--- src/rtl/tsp_pkg.sv ---
package tsp_pkg;
  localparam logic [3:0] TYPE_T16_AVAIL = 4'd1;
  localparam logic [3:0] TYPE_T16_BUSY  = 4'd3;
  localparam logic [3:0] TYPE_T32_AVAIL = 4'd9;
  localparam logic [3:0] TYPE_T32_BUSY  = 4'd11;

  typedef enum logic [1:0] {FMT_BAD = 2'd0, FMT_16 = 2'd1, FMT_32 = 2'd2} tss_fmt_e;
  typedef enum logic [1:0] {ST_IDLE = 2'd0, ST_CHECK = 2'd1, ST_READ = 2'd2} seq_state_e;
endpackage

--- src/rtl/tsp_fmt_decode.sv ---
module tsp_fmt_decode
  import tsp_pkg::*;
(
  input  logic       valid,
  input  logic [3:0] type_code,
  output tss_fmt_e   fmt
);
  always_comb begin
    fmt = FMT_BAD;
    if (valid) begin
      case (type_code)
        TYPE_T16_AVAIL, TYPE_T16_BUSY: fmt = FMT_16;
        TYPE_T32_AVAIL, TYPE_T32_BUSY: fmt = FMT_32;
        default:                       fmt = FMT_BAD;
      endcase
    end
  end
endmodule

--- src/rtl/tsp_entry_calc.sv ---
module tsp_entry_calc
  import tsp_pkg::*;
#(
  parameter int LIMIT_W = 32,
  parameter int LVL_W   = 2
) (
  input  tss_fmt_e             fmt,
  input  logic [LVL_W-1:0]     level,
  input  logic [LIMIT_W-1:0]   limit,
  output logic [LIMIT_W-1:0]   offset,
  output logic [1:0]           last_idx,
  output logic                 limit_fail
);
  logic [LIMIT_W-1:0] lvl_ext;
  logic [LIMIT_W-1:0] top_byte;

  assign lvl_ext = LIMIT_W'(level);

  always_comb begin
    offset   = '0;
    top_byte = '0;
    last_idx = 2'd0;
    case (fmt)
      FMT_32: begin
        offset   = (lvl_ext << 3) + LIMIT_W'(4);
        top_byte = offset + LIMIT_W'(7);
        last_idx = 2'd2;
      end
      FMT_16: begin
        offset   = (lvl_ext << 2) + LIMIT_W'(2);
        top_byte = offset + LIMIT_W'(3);
        last_idx = 2'd1;
      end
      default: begin
        offset   = '0;
        top_byte = '0;
        last_idx = 2'd0;
      end
    endcase
  end

  assign limit_fail = (top_byte > limit);
endmodule

--- src/rtl/tsp_ctrl.sv ---
module tsp_ctrl
  import tsp_pkg::*;
#(
  parameter int ADDR_W = 32,
  parameter int SEL_W  = 16
) (
  input  logic              clk,
  input  logic              rst_n,
  input  logic              start,
  input  tss_fmt_e          fmt,
  input  logic              limit_fail,
  input  logic [1:0]        last_idx,
  input  logic [ADDR_W-1:0] entry_addr,
  input  logic [SEL_W-1:0]  sel,
  input  logic              mem_ack,
  output logic              capture_en,
  output logic              mem_req,
  output logic [ADDR_W-1:0] mem_addr,
  output logic              word_we,
  output logic [1:0]        word_idx,
  output logic              commit,
  output logic              done,
  output logic              fault_tss,
  output logic              fault_int,
  output logic [SEL_W-1:0]  err_code
);
  seq_state_e       state_q, state_d;
  logic [1:0]       idx_q, idx_d;
  logic             done_q, done_d;
  logic             ftss_q, ftss_d;
  logic             fint_q, fint_d;
  logic [SEL_W-1:0] err_q, err_d;

  always_comb begin
    state_d    = state_q;
    idx_d      = idx_q;
    done_d     = 1'b0;
    ftss_d     = 1'b0;
    fint_d     = 1'b0;
    err_d      = err_q;
    capture_en = 1'b0;
    word_we    = 1'b0;
    commit     = 1'b0;
    case (state_q)
      ST_IDLE: begin
        if (start) begin
          capture_en = 1'b1;
          state_d    = ST_CHECK;
        end
      end
      ST_CHECK: begin
        if (fmt == FMT_BAD) begin
          done_d  = 1'b1;
          fint_d  = 1'b1;
          err_d   = '0;
          state_d = ST_IDLE;
        end else if (limit_fail) begin
          done_d  = 1'b1;
          ftss_d  = 1'b1;
          err_d   = {sel[SEL_W-1:2], 2'b00};
          state_d = ST_IDLE;
        end else begin
          idx_d   = 2'd0;
          state_d = ST_READ;
        end
      end
      ST_READ: begin
        if (mem_ack) begin
          if (idx_q == last_idx) begin
            commit  = 1'b1;
            done_d  = 1'b1;
            state_d = ST_IDLE;
          end else begin
            word_we = 1'b1;
            idx_d   = 2'(idx_q + 2'd1);
          end
        end
      end
      default: state_d = ST_IDLE;
    endcase
  end

  always_ff @(posedge clk or negedge rst_n) begin
    if (!rst_n) begin
      state_q <= ST_IDLE;
      idx_q   <= 2'd0;
      done_q  <= 1'b0;
      ftss_q  <= 1'b0;
      fint_q  <= 1'b0;
      err_q   <= '0;
    end else begin
      state_q <= state_d;
      idx_q   <= idx_d;
      done_q  <= done_d;
      ftss_q  <= ftss_d;
      fint_q  <= fint_d;
      err_q   <= err_d;
    end
  end

  assign mem_req   = (state_q == ST_READ);
  assign mem_addr  = entry_addr + ADDR_W'({idx_q, 1'b0});
  assign word_idx  = idx_q;
  assign done      = done_q;
  assign fault_tss = ftss_q;
  assign fault_int = fint_q;
  assign err_code  = err_q;
endmodule

--- src/rtl/tsp_result.sv ---
module tsp_result #(
  parameter int WORD_W = 16,
  parameter int STAGE_N = 2
) (
  input  logic                clk,
  input  logic                rst_n,
  input  logic                word_we,
  input  logic [1:0]          word_idx,
  input  logic                commit,
  input  logic                is32,
  input  logic [WORD_W-1:0]   rdata,
  output logic [2*WORD_W-1:0] sp_out,
  output logic [WORD_W-1:0]   ss_sel
);
  logic [WORD_W-1:0] stage_q [STAGE_N];

  for (genvar g = 0; g < STAGE_N; g++) begin : g_stage
    always_ff @(posedge clk or negedge rst_n) begin
      if (!rst_n) begin
        stage_q[g] <= '0;
      end else if (word_we && (word_idx == 2'(g))) begin
        stage_q[g] <= rdata;
      end
    end
  end

  logic [2*WORD_W-1:0] sp_d;
  assign sp_d = is32 ? {stage_q[1], stage_q[0]} : {{WORD_W{1'b0}}, stage_q[0]};

  always_ff @(posedge clk or negedge rst_n) begin
    if (!rst_n) begin
      sp_out <= '0;
      ss_sel <= '0;
    end else if (commit) begin
      sp_out <= sp_d;
      ss_sel <= rdata;
    end
  end
endmodule

--- src/rtl/tsp_stack_fetch.sv ---
module tsp_stack_fetch
  import tsp_pkg::*;
#(
  parameter int ADDR_W = 32,
  parameter int SEL_W  = 16,
  parameter int WORD_W = 16,
  parameter int LVL_W  = 2
) (
  input  logic                clk,
  input  logic                rst_n,
  input  logic                start,
  input  logic [LVL_W-1:0]    priv_lvl,
  input  logic                tr_valid,
  input  logic [3:0]          tr_type,
  input  logic [ADDR_W-1:0]   tr_base,
  input  logic [ADDR_W-1:0]   tr_limit,
  input  logic [SEL_W-1:0]    tr_sel,
  output logic                mem_req,
  output logic [ADDR_W-1:0]   mem_addr,
  input  logic                mem_ack,
  input  logic [WORD_W-1:0]   mem_rdata,
  output logic                done,
  output logic                fault_tss,
  output logic                fault_int,
  output logic [SEL_W-1:0]    err_code,
  output logic [SEL_W-1:0]    ss_sel,
  output logic [2*WORD_W-1:0] sp_out
);
  logic              capture_en;
  logic [LVL_W-1:0]  lvl_q;
  logic              valid_q;
  logic [3:0]        type_q;
  logic [ADDR_W-1:0] base_q;
  logic [ADDR_W-1:0] limit_q;
  logic [SEL_W-1:0]  sel_q;

  always_ff @(posedge clk or negedge rst_n) begin
    if (!rst_n) begin
      lvl_q   <= '0;
      valid_q <= 1'b0;
      type_q  <= '0;
      base_q  <= '0;
      limit_q <= '0;
      sel_q   <= '0;
    end else if (capture_en) begin
      lvl_q   <= priv_lvl;
      valid_q <= tr_valid;
      type_q  <= tr_type;
      base_q  <= tr_base;
      limit_q <= tr_limit;
      sel_q   <= tr_sel;
    end
  end

  tss_fmt_e          fmt;
  logic [ADDR_W-1:0] offset;
  logic [1:0]        last_idx;
  logic              limit_fail;
  logic [ADDR_W-1:0] entry_addr;
  logic              word_we;
  logic [1:0]        word_idx;
  logic              commit;

  tsp_fmt_decode u_dec (
    .valid     (valid_q),
    .type_code (type_q),
    .fmt       (fmt)
  );

  tsp_entry_calc #(.LIMIT_W(ADDR_W), .LVL_W(LVL_W)) u_calc (
    .fmt        (fmt),
    .level      (lvl_q),
    .limit      (limit_q),
    .offset     (offset),
    .last_idx   (last_idx),
    .limit_fail (limit_fail)
  );

  assign entry_addr = base_q + offset;

  tsp_ctrl #(.ADDR_W(ADDR_W), .SEL_W(SEL_W)) u_ctrl (
    .clk        (clk),
    .rst_n      (rst_n),
    .start      (start),
    .fmt        (fmt),
    .limit_fail (limit_fail),
    .last_idx   (last_idx),
    .entry_addr (entry_addr),
    .sel        (sel_q),
    .mem_ack    (mem_ack),
    .capture_en (capture_en),
    .mem_req    (mem_req),
    .mem_addr   (mem_addr),
    .word_we    (word_we),
    .word_idx   (word_idx),
    .commit     (commit),
    .done       (done),
    .fault_tss  (fault_tss),
    .fault_int  (fault_int),
    .err_code   (err_code)
  );

  tsp_result #(.WORD_W(WORD_W)) u_res (
    .clk      (clk),
    .rst_n    (rst_n),
    .word_we  (word_we),
    .word_idx (word_idx),
    .commit   (commit),
    .is32     (fmt == FMT_32),
    .rdata    (mem_rdata),
    .sp_out   (sp_out),
    .ss_sel   (ss_sel)
  );
endmodule

--- config.mk ---
export PLATFORM = sky130hd
export DESIGN_NAME = tsp_stack_fetch
export DESIGN_NICKNAME = d
export VERILOG_FILES = /design/src/rtl/tsp_pkg.sv /design/src/rtl/tsp_fmt_decode.sv /design/src/rtl/tsp_entry_calc.sv /design/src/rtl/tsp_ctrl.sv /design/src/rtl/tsp_result.sv /design/src/rtl/tsp_stack_fetch.sv
export SDC_FILE = /design/constraint.sdc
export NUM_CORES = 1
export LEC_CHECK = 0
export BUFFER_PORTS_ARGS = -buffer_cell sky130_fd_sc_hd__buf_4
export CAP_MARGIN = 10
export CORE_UTILIZATION = 45
export DETAILED_ROUTE_END_ITERATION = 8
export HOLD_SLACK_MARGIN = 0.12
export PLACE_DENSITY = 0.68
export SYNTH_ARGS = -nofsm -noshare
export SYNTH_HDL_FRONTEND = slang
export SYNTH_SLANG_ARGS = --single-unit
--- constraint.sdc ---
create_clock -name clk -period 8.6 [get_ports clk]
set_clock_uncertainty 0.15 [all_clocks]
set_input_delay 1.29 -clock clk [delete_from_list [all_inputs] [get_ports clk]]
set_output_delay 1.29 -clock clk [all_outputs]
set_load 0.02 [all_outputs]
Word level (Yosys, flattened, before mapping)
Cells that the tools add are included.
{"block": "totals", "ff_bits": 190, "input_bits": 107, "wordCells": 86, "output_inout_bits": 100}
{"block": "classes", "n_reduce_logical": 12, "addsub": 7, "eq_ne": 16, "order_cmp": 1, "muxes": 34}
{"operator": "$pmux 32 s2", "count": 2}
{"operator": "$add 32x2->32 const B", "count": 1}
{"operator": "$add 32x3->32", "count": 1}
{"operator": "$add 32x3->32 const B", "count": 1}
{"operator": "$add 32x32->32", "count": 1}
{"operator": "$gt 32x32->1", "count": 1}
{"operator": "$mux 16", "count": 2}
{"operator": "$mux 32", "count": 1}
{"operator": "$mux 2", "count": 10}
{"operator": "$mux 1", "count": 14}
{"operator": "$pmux 2 s2", "count": 3}
{"operator": "$eq 4x4->1 const B", "count": 2}
{"operator": "$ne 2x2->1 const B", "count": 4}
{"operator": "$add 5x3->6 const B", "count": 1}
{"operator": "$eq 2x1->1 const B", "count": 3}
{"operator": "$logic_not 2->1", "count": 3}
{"operator": "$pmux 2 s3", "count": 1}
{"operator": "$add 4x2->5 const B", "count": 1}
{"operator": "$reduce_and 5->1", "count": 1}
{"operator": "$eq 2x2->1 const B", "count": 2}
{"operator": "$eq 4x1->1 const B", "count": 1}
{"operator": "$eq 4x2->1 const B", "count": 1}
{"operator": "$ne 2x1->1 const B", "count": 2}
{"operator": "$reduce_bool 2->1", "count": 2}
{"operator": "7 further kinds", "count": 9}

Longest topological paths before layout
Gate-level depths: netlist of the first run.
{"block": "logic_depth", "ltp_word": 11, "mapped_depth": 17, "mapped_depth_nobuf": 16}

Modules after synthesis
From an unflattened synthesis of the first run, not the netlist that was laid out.
{"block": "hier_totals", "hier_cells": 878, "hier_area_um2": 10132.2}
{"module": "tsp_stack_fetch", "seq_area_each_um2": 2177.1, "area_each_um2": 4944.7, "n_inst": 1, "cells_each": 425}
{"module": "tsp_result", "seq_area_each_um2": 2001.9, "area_each_um2": 3032.9, "n_inst": 1, "cells_each": 205}
{"module": "tsp_ctrl", "seq_area_each_um2": 525.5, "area_each_um2": 1550.2, "n_inst": 1, "cells_each": 167}
{"module": "tsp_entry_calc", "seq_area_each_um2": 0.0, "area_each_um2": 580.6, "n_inst": 1, "cells_each": 79}
{"module": "tsp_fmt_decode", "seq_area_each_um2": 0.0, "area_each_um2": 23.8, "n_inst": 1, "cells_each": 2}

Worst setup path before layout of the first run
No wires, ideal clock.
{"block": "synth_timing", "kind": "register -> output", "from": "reg type_q[3]", "to": "out mem_addr[14]", "setup_slack_ns": 3.687, "stages_incl_launch_ff": 15, "path_buffers": 1, "arrival_time_ns": 3.473, "required_time_ns": 7.160, "cell_sequence": "dfrtp_1 -> or3_1 -> ha_1 -> clkbuf_1 -> a21oi_1 -> nor2_1 -> fa_1 -> ha_1 -> inv_1 -> fa_1 -> nor2b_1 -> o21a_1 -> nor2_1 -> nor4_1 -> xnor2_1"}
{"block": "synth_via", "elab_chain_cells": 8, "elab_cells_between_ends": 13, "cone_classes": "2 x add/sub; 6 x eq/ne; 3 x mux; 2 x reduce/logical"}
{"item": "start: declaration", "line": "tsp_stack_fetch.sv:32", "text": "logic [3:0] type_q;"}
{"item": "start signal: assignment", "line": "tsp_stack_fetch.sv:48", "text": "type_q <= tr_type;"}
{"item": "$eq 4x4->1, or another cell as far along", "line": "tsp_fmt_decode.sv:11", "text": "case (type_code)"}
{"item": "$reduce_or 2->1", "line": "tsp_fmt_decode.sv:11"}
{"item": "$pmux 2 s2 *", "line": "tsp_fmt_decode.sv:11"}
{"item": "$mux 2 *", "line": "tsp_fmt_decode.sv:10", "text": "if (valid) begin"}
{"item": "$eq 2x1->1 or $eq 2x2->1 (tied branches)", "line": "tsp_entry_calc.sv:23", "text": "case (fmt)"}
{"item": "$pmux 32 s2 *", "line": "tsp_entry_calc.sv:23"}
{"item": "$add 32x32->32 *", "line": "tsp_stack_fetch.sv:79", "text": "assign entry_addr = base_q + offset;"}
{"item": "$add 32x3->32 *", "line": "tsp_ctrl.sv:102", "text": "assign mem_addr = entry_addr + ADDR_W'({idx_q, 1'b0});"}
{"item": "end: declaration", "line": "tsp_stack_fetch.sv:19", "text": "output logic [ADDR_W-1:0] mem_addr,"}
Every way passes the cells marked *; elsewhere a longest branch is shown, timed or not.

Worst setup path in the final report of the first run
{"block": "layout_timing", "from": "reg type_q[3]", "to": "out mem_addr[31]"}
Same word-level chain as after synthesis.

==> results of run 1 <==
synth_stat cells (2+ instances only):
library cell	n	area [um^2]
dfrtp_1	185	4630
nand3_1	7	35.0
buf_2	2	10.0
a22oi_1	2	15.0
ha_1	22	275
o21bai_1	2	15.0
a2111oi_4	2	55.1
o21a_1	3	22.5
nor4_4	3	63.8
nor2_1	20	75.1
a21oi_1	7	35.0
nand4_1	8	50.1
a22o_1	14	123
xor2_1	11	96.3
nor2b_1	3	18.8
xnor2_1	19	166
o21ai_0	18	90.1
nor4_1	6	37.5
buf_4	3	22.5
fa_1	3	60.1
o211ai_1	2	15.0
clkbuf_1	22	82.6
nor3_1	4	20.0
nand2_1	149	559
o21ai_1	2	10.0
and4_1	2	17.5
buf_6	2	22.5
inv_1	27	101
nand2_2	2	12.5
and2_1	3	18.8
mux2_2	117	1320
report_power, final:
part	total (uW)	switching, uW	internal (uW)
Sequential	1350	200	1150
Combinational	1130	576	557
Clock	781	341	440
logic make-up (layout without fill, tap and decap cells):
group	Yosys count	count (layout)
xor gates and xnor gates	30	30
other	1	2
AOI/OAI and AO/OA	57	57
buffers and inverters	57	262
DFF	185	185
and+or+nand+nor	215	215
muxes	117	117
adders and majority gates	25	25
final cells by class:
cell class | count | area, um^2
fillers | 1508 | 7430
flip-flops and latches | 185 | 4630
multi-input cells | 446 | 3330
repair buffers | 204 | 1540
clock buffers | 19 | 443
well taps | 229 | 287
clock inverters | 12 | 138
inverters | 27 | 101
stage by stage:
stage | area, um^2 | total power [uW] | hold WS, ns
after floorplan | 8210 | 2100 | 0.283
after global placement | 9890 | 2480 | 0.289
after detailed placement | 9890 | 2510 | 0.299
after CTS | 10500 | 3310 | 0.316
after global routing | 10500 | 3470 | 0.340
final | 10500 | 3270 | 0.311
cells in the final DEF (no fill, tap or decap), types with 8 or more instances in the layout:
cell and count:
mux2_2 117, clkbuf_16 17, nand2_1 148, xnor2_1 19
ha_1 22, buf_4 203, nor2_1 19, nand4_1 8
a22o_1 14, xor2_1 11, dfrtp_1 185, inv_1 27
o21ai_0 18
routing by layer:
metal  part of all wire  vias up  global-route usage
li1                   -     2708                   -
met1               0.46     2685               0.257
met2               0.47      130               0.299
met3              0.054       20              0.0511
met4              0.016        0              0.0690
met5                  0        -                   0
critical path, delay by kind of cell, from the launching register on:
kind	cells	cell delay, ns
buffers and inverters	1	0.16
XOR/XNOR	1	0.18
adder cells (fa/ha/maj)	3	1.28
AND/OR/NAND/NOR	4	1.23
AO/OA/AOI/OAI	3	0.77
flip-flops	1	0.39
path summary, 6_finish.rpt:
check                             startpoint                  to  slack (ns)  depth (start not counted)
hold reg to reg            u_res.stage_q[27]    u_res.sp_out[11]        0.31                          2
hold / removal             u_res.stage_q[27]    u_res.sp_out[11]        0.31                          2
max in group asynchronous              rst_n   u_res.stage_q[11]        5.99                          2
min in group asynchronous              rst_n     u_res.ss_sel[3]        0.80                          1
setup reg to reg                   type_q[3]  u_ctrl.err_code[6]        4.70                         10
setup / recovery                   type_q[3]        mem_addr[31]        2.71                         12
state kept, by name, summed over array words and instances (netlist names):
| name | cells |
|---|---|
| base_q | 32 |
| limit_q | 32 |
| u_res.sp_out | 32 |
| u_res.stage_q | 32 |
| u_res.ss_sel | 16 |
| sel_q | 14 |
| u_ctrl.err_code | 14 |
| type_q | 3 |
| lvl_q | 2 |
| u_ctrl.state_q | 2 |
| u_ctrl.word_idx | 2 |
| u_ctrl.done | 1 |
| u_ctrl.fault_int | 1 |
| u_ctrl.fault_tss | 1 |
| valid_q | 1 |
==> results.json, run 1 <==
{
  "core.rowCount": 49,
  "wl_per_cell_um": 15.4,
  "firstDrtPassIters": 5,
  "globalplace.congestion": 0.795,
  "critical_path.max_stage_delay_ns": 0.55,
  "grt_usage": 0.192,
  "synth_top_flop_cell": "dfrtp_1",
  "setup_tns_ns": 0,
  "stdcell_count": 1122,
  "die_x_um": 137,
  "num_io_pins": 207,
  "grt_pass1_vias": 5364,
  "synth_xor_area_frac": 0.0320,
  "synthDistinctLibCells": 46,
  "setup_viol": 0,
  "p_leak_uw": 0.00516,
  "crit_fanout": 22,
  "synthSimpleGateAreaFrac": 0.119,
  "dpl.cell_count": 1091,
  "drive_gt1_frac": 0.406,
  "irDropWorstVdd_v": 0.000155,
  "syn_area_per_cell_um2": 11.9,
  "required_ns": 7.16,
  "synthMuxAreaShare": 0.161,
  "synth_compound_area_frac": 0.0513,
  "dieArea_um2": 18800,
  "cts_hold_buf": 0,
  "die_h_um": 137,
  "cts.path.max_buffers": 2,
  "finalCritPeriodShare": 0.685,
  "antenna_found_initial": 0,
  "crit_arrival_ns": 4.45,
  "post-cts-setup-buffers": 0,
  "final.setup.worst_slack_ns": 2.71,
  "post-route-util": 0.585,
  "drcViolationCount": 0,
  "ys_warn_count": 0,
  "cp-start-kind": "register",
  "slew_headroom": 0.364,
  "tightest_slew_ns": 0.951,
  "routed_wl_um": 17300,
  "syn_inst": 687,
  "vias_per_cell": 4.94,
  "tritoncts": "built",
  "cts.sinks": 185,
  "fmax_mhz": 170,
  "post-route-min-period_ns": 5.89,
  "min_path_type": "reg -> reg",
  "synth_top_family_by_area": "multiplexers",
  "areaGrowthSynthToFinish_pct": 27.6,
  "clock-root-buffer": "clkbuf_16",
  "power_density_nw_per_um2": 312,
  "n_antenna_cell": 0,
  "grt_max_degree": 117,
  "coreArea_um2": 17900,
  "portBuffers": 201,
  "synth_seq_area_share": 0.564,
  "drv_cap": 0,
  "cts_made_buffers": 17,
  "cts_max_level": 4,
  "start_util": 0.458,
  "clock_latency_ns": 0.42,
  "vias": 5543,
  "slew_violations": 0,
  "finalHoldViolCount": 0,
  "cts-resized-gates": 0,
  "preCtsSetupSlack_ns": 3.12,
  "path_cells": "or3_1 > ha_1 > a21oi_1 > nor2_1 > fa_1 > ha_1 > a21oi_1 > o21ai_1 > nand4_1 > nor3_1 > xor2_1 > buf_4",
  "grt_pass1_wl_um": 27500,
  "syn_area_um2": 8200,
  "status": "finished clean",
  "crit_path_top_delay_cell": "ha_1",
  "fin_nets": 1013,
  "synth_edf_count": 0,
  "grt_overflow": 0,
  "path_clk_slew_ns": 0.07,
  "synthAdderAreaFrac": 0.0409,
  "dp_hpwl_um": 12000,
  "rsz0062_at_grt": "false",
  "ys_ff_latch": 185,
  "synthArstFlopShare": 1.00,
  "endpoint_kind": "output pin",
  "crit_type": "reg -> out",
  "drtIter0Drc": 227,
  "ant_nets": 0
}
No activity file was read; power rests on OpenSTA's default activity.
==> run 2, diff against run 1 <==
--- a/config.mk
+++ b/config.mk
@@ -10,7 +10,7 @@
 export CORE_UTILIZATION = 45
 export DETAILED_ROUTE_END_ITERATION = 8
 export HOLD_SLACK_MARGIN = 0.12
-export PLACE_DENSITY = 0.68
+export PLACE_DENSITY = 0.71
 export SYNTH_ARGS = -nofsm -noshare
 export SYNTH_HDL_FRONTEND = slang
 export SYNTH_SLANG_ARGS = --single-unit
==> constraint.sdc (replaced) <==
create_clock -name clk -period 5.11 [get_ports clk]
set_clock_uncertainty 0.15 [all_clocks]
set_input_delay 0.7665 -clock clk [delete_from_list [all_inputs] [get_ports clk]]
set_output_delay 0.7665 -clock clk [all_outputs]
set_load 0.02 [all_outputs]
==> run 2 against run 1 <==
Net effect:
- critical path type unchanged
- highest routed layer unchanged
- largest cell class unchanged
- global-route usage increased by 0.32 points
- critical endpoint is now mem_addr[28]
- die area unchanged
- worst hold slack got worse by 0.051 ns
==> results.json, run 2 (synthesis results as in run 1) <==
{
  "status": "finished clean",
  "final_cell_area_um2": 10500,
  "required_ns": 4.19,
  "n_antenna_cell": 0,
  "dieArea_um2": 18800,
  "drcViolationCount": 0,
  "portBuffers": 201,
  "path_clk_slew_ns": 0.07,
  "drv_cap": 0,
  "crit_path_top_delay_cell": "fa_1",
  "coreArea_um2": 17900,
  "cts_made_buffers": 17,
  "layout_common_cells": "buf_4, dfrtp_1, nand2_1",
  "cts.sinks": 185,
  "final.setup.worst_slack_ns": 0.202,
  "antenna_found_initial": 0,
  "clock_latency_ns": 0.42,
  "tightest_slew_ns": 1.11,
  "crit_arrival_ns": 3.99,
  "p_leak_uw": 0.00518,
  "grt_usage": 0.195,
  "routed_wl_um": 17400,
  "cts_hold_buf": 0,
  "grt_pass1_wl_um": 28100,
  "path_cells": "or3_1 > ha_1 > inv_2 > nor2_1 > fa_1 > ha_1 > inv_1 > fa_1 > nor2b_1 > o21a_2 > o211ai_1 > nor2_1 > xor2_1 > buf_4",
  "core.rowCount": 49,
  "die_h_um": 137,
  "placed_cell_area_um2": 9910,
  "drive_gt1_frac": 0.413,
  "preCtsSetupSlack_ns": 0.479,
  "start_util": 0.458,
  "setup_viol": 0,
  "areaGrowthSynthToFinish_pct": 27.9,
  "grt_overflow": 0,
  "fmax_mhz": 204,
  "dp_hpwl_um": 12300,
  "clock-root-buffer": "clkbuf_16",
  "vias": 5611,
  "wl_per_cell_um": 15.4,
  "grt_pass1_vias": 5576,
  "cts.path.max_buffers": 2,
  "cp-start-kind": "register",
  "ant_nets": 0,
  "firstDrtPassIters": 4,
  "tritoncts": "built",
  "endpoint_kind": "output pin",
  "cts_max_level": 4,
  "crit_type": "reg -> out",
  "finalCritPeriodShare": 0.961,
  "post-route-min-period_ns": 4.91,
  "slew_headroom": 0.260,
  "layout_commonest_cell": "buf_4",
  "p_total_uw": 5480,
  "power_density_nw_per_um2": 522,
  "drtIter0Drc": 250,
  "grt_max_degree": 110,
  "fin_nets": 1016,
  "globalplace.congestion": 0.774,
  "irDropWorstVdd_v": 0.000277,
  "setup_tns_ns": 0,
  "post-route-util": 0.586,
  "rsz0062_at_grt": "false",
  "vias_per_cell": 4.99,
  "crit_fanout": 6,
  "die_x_um": 137,
  "min_path_type": "in -> async",
  "num_io_pins": 207,
  "finalHoldViolCount": 0,
  "slew_violations": 0,
  "fillers": 1551,
  "critical_path.max_stage_delay_ns": 0.51
}
[run 2: critical path: cells and delay by family (launching register included)]
| family | cells | cell delay [ns] |
|---|---|---|
| adders and majority gates | 4 | 1.42 |
| DFF | 1 | 0.39 |
| and+or+nand+nor | 4 | 0.84 |
| xor gates and xnor gates | 1 | 0.20 |
| buffers and inverters | 3 | 0.33 |
| AOI/OAI and AO/OA | 2 | 0.39 |
[run 2: final cells by class]
cell class	instances	area [um^2]	share of cell area
sequential	185	4630	0.441
inverter	27	101	0.00966
timing repair buffer	207	1560	0.149
multi-input combinational	446	3340	0.318
clock buffer	20	467	0.0445
tap	229	287	0.0273
clock inverter	11	108	0.0103
[run 2: per-stage QoR]
step	std cells	hold WS, ns
floorplan	688	0.283
global placement	1094	0.292
detailed placement	1094	0.297
CTS	1125	0.314
global route	1125	0.335
finish	1125	0.260
[run 2: layer usage]
metal | share of wire | global-route usage | vias to the layer above
met4 | 0.0071 | 0.0513 | 0
met5 | 0 | 0 | -
met3 | 0.059 | 0.0563 | 8
li1 | - | - | 2726
met2 | 0.49 | 0.310 | 123
met1 | 0.44 | 0.260 | 2754
[run 2: worst paths after layout]
check	depth (start not counted)	endpoint	from	slack (ns)
max in group asynchronous	2	u_res.ss_sel[13]	rst_n	3.41
hold reg to reg	2	u_res.sp_out[10]	u_res.stage_q[26]	0.31
hold / removal	1	u_res.ss_sel[4]	rst_n	0.26
setup reg to reg	11	u_ctrl.err_code[14]	type_q[3]	1.46
setup / recovery	14	mem_addr[28]	type_q[3]	0.20
min in group clk	2	u_res.sp_out[10]	u_res.stage_q[26]	0.31
[run 2: where the power goes]
group	switching [uW]	leakage [uW]	internal [uW]
clock	562	0.000286	717
combinational	970	0.00252	945
sequential	340	0.00237	1940
[run 2: timing repair]
action,4_1_cts,5_1_grt
setup endpoints to repair,0,7
setup buffers,0,0
gates resized for setup,0,3
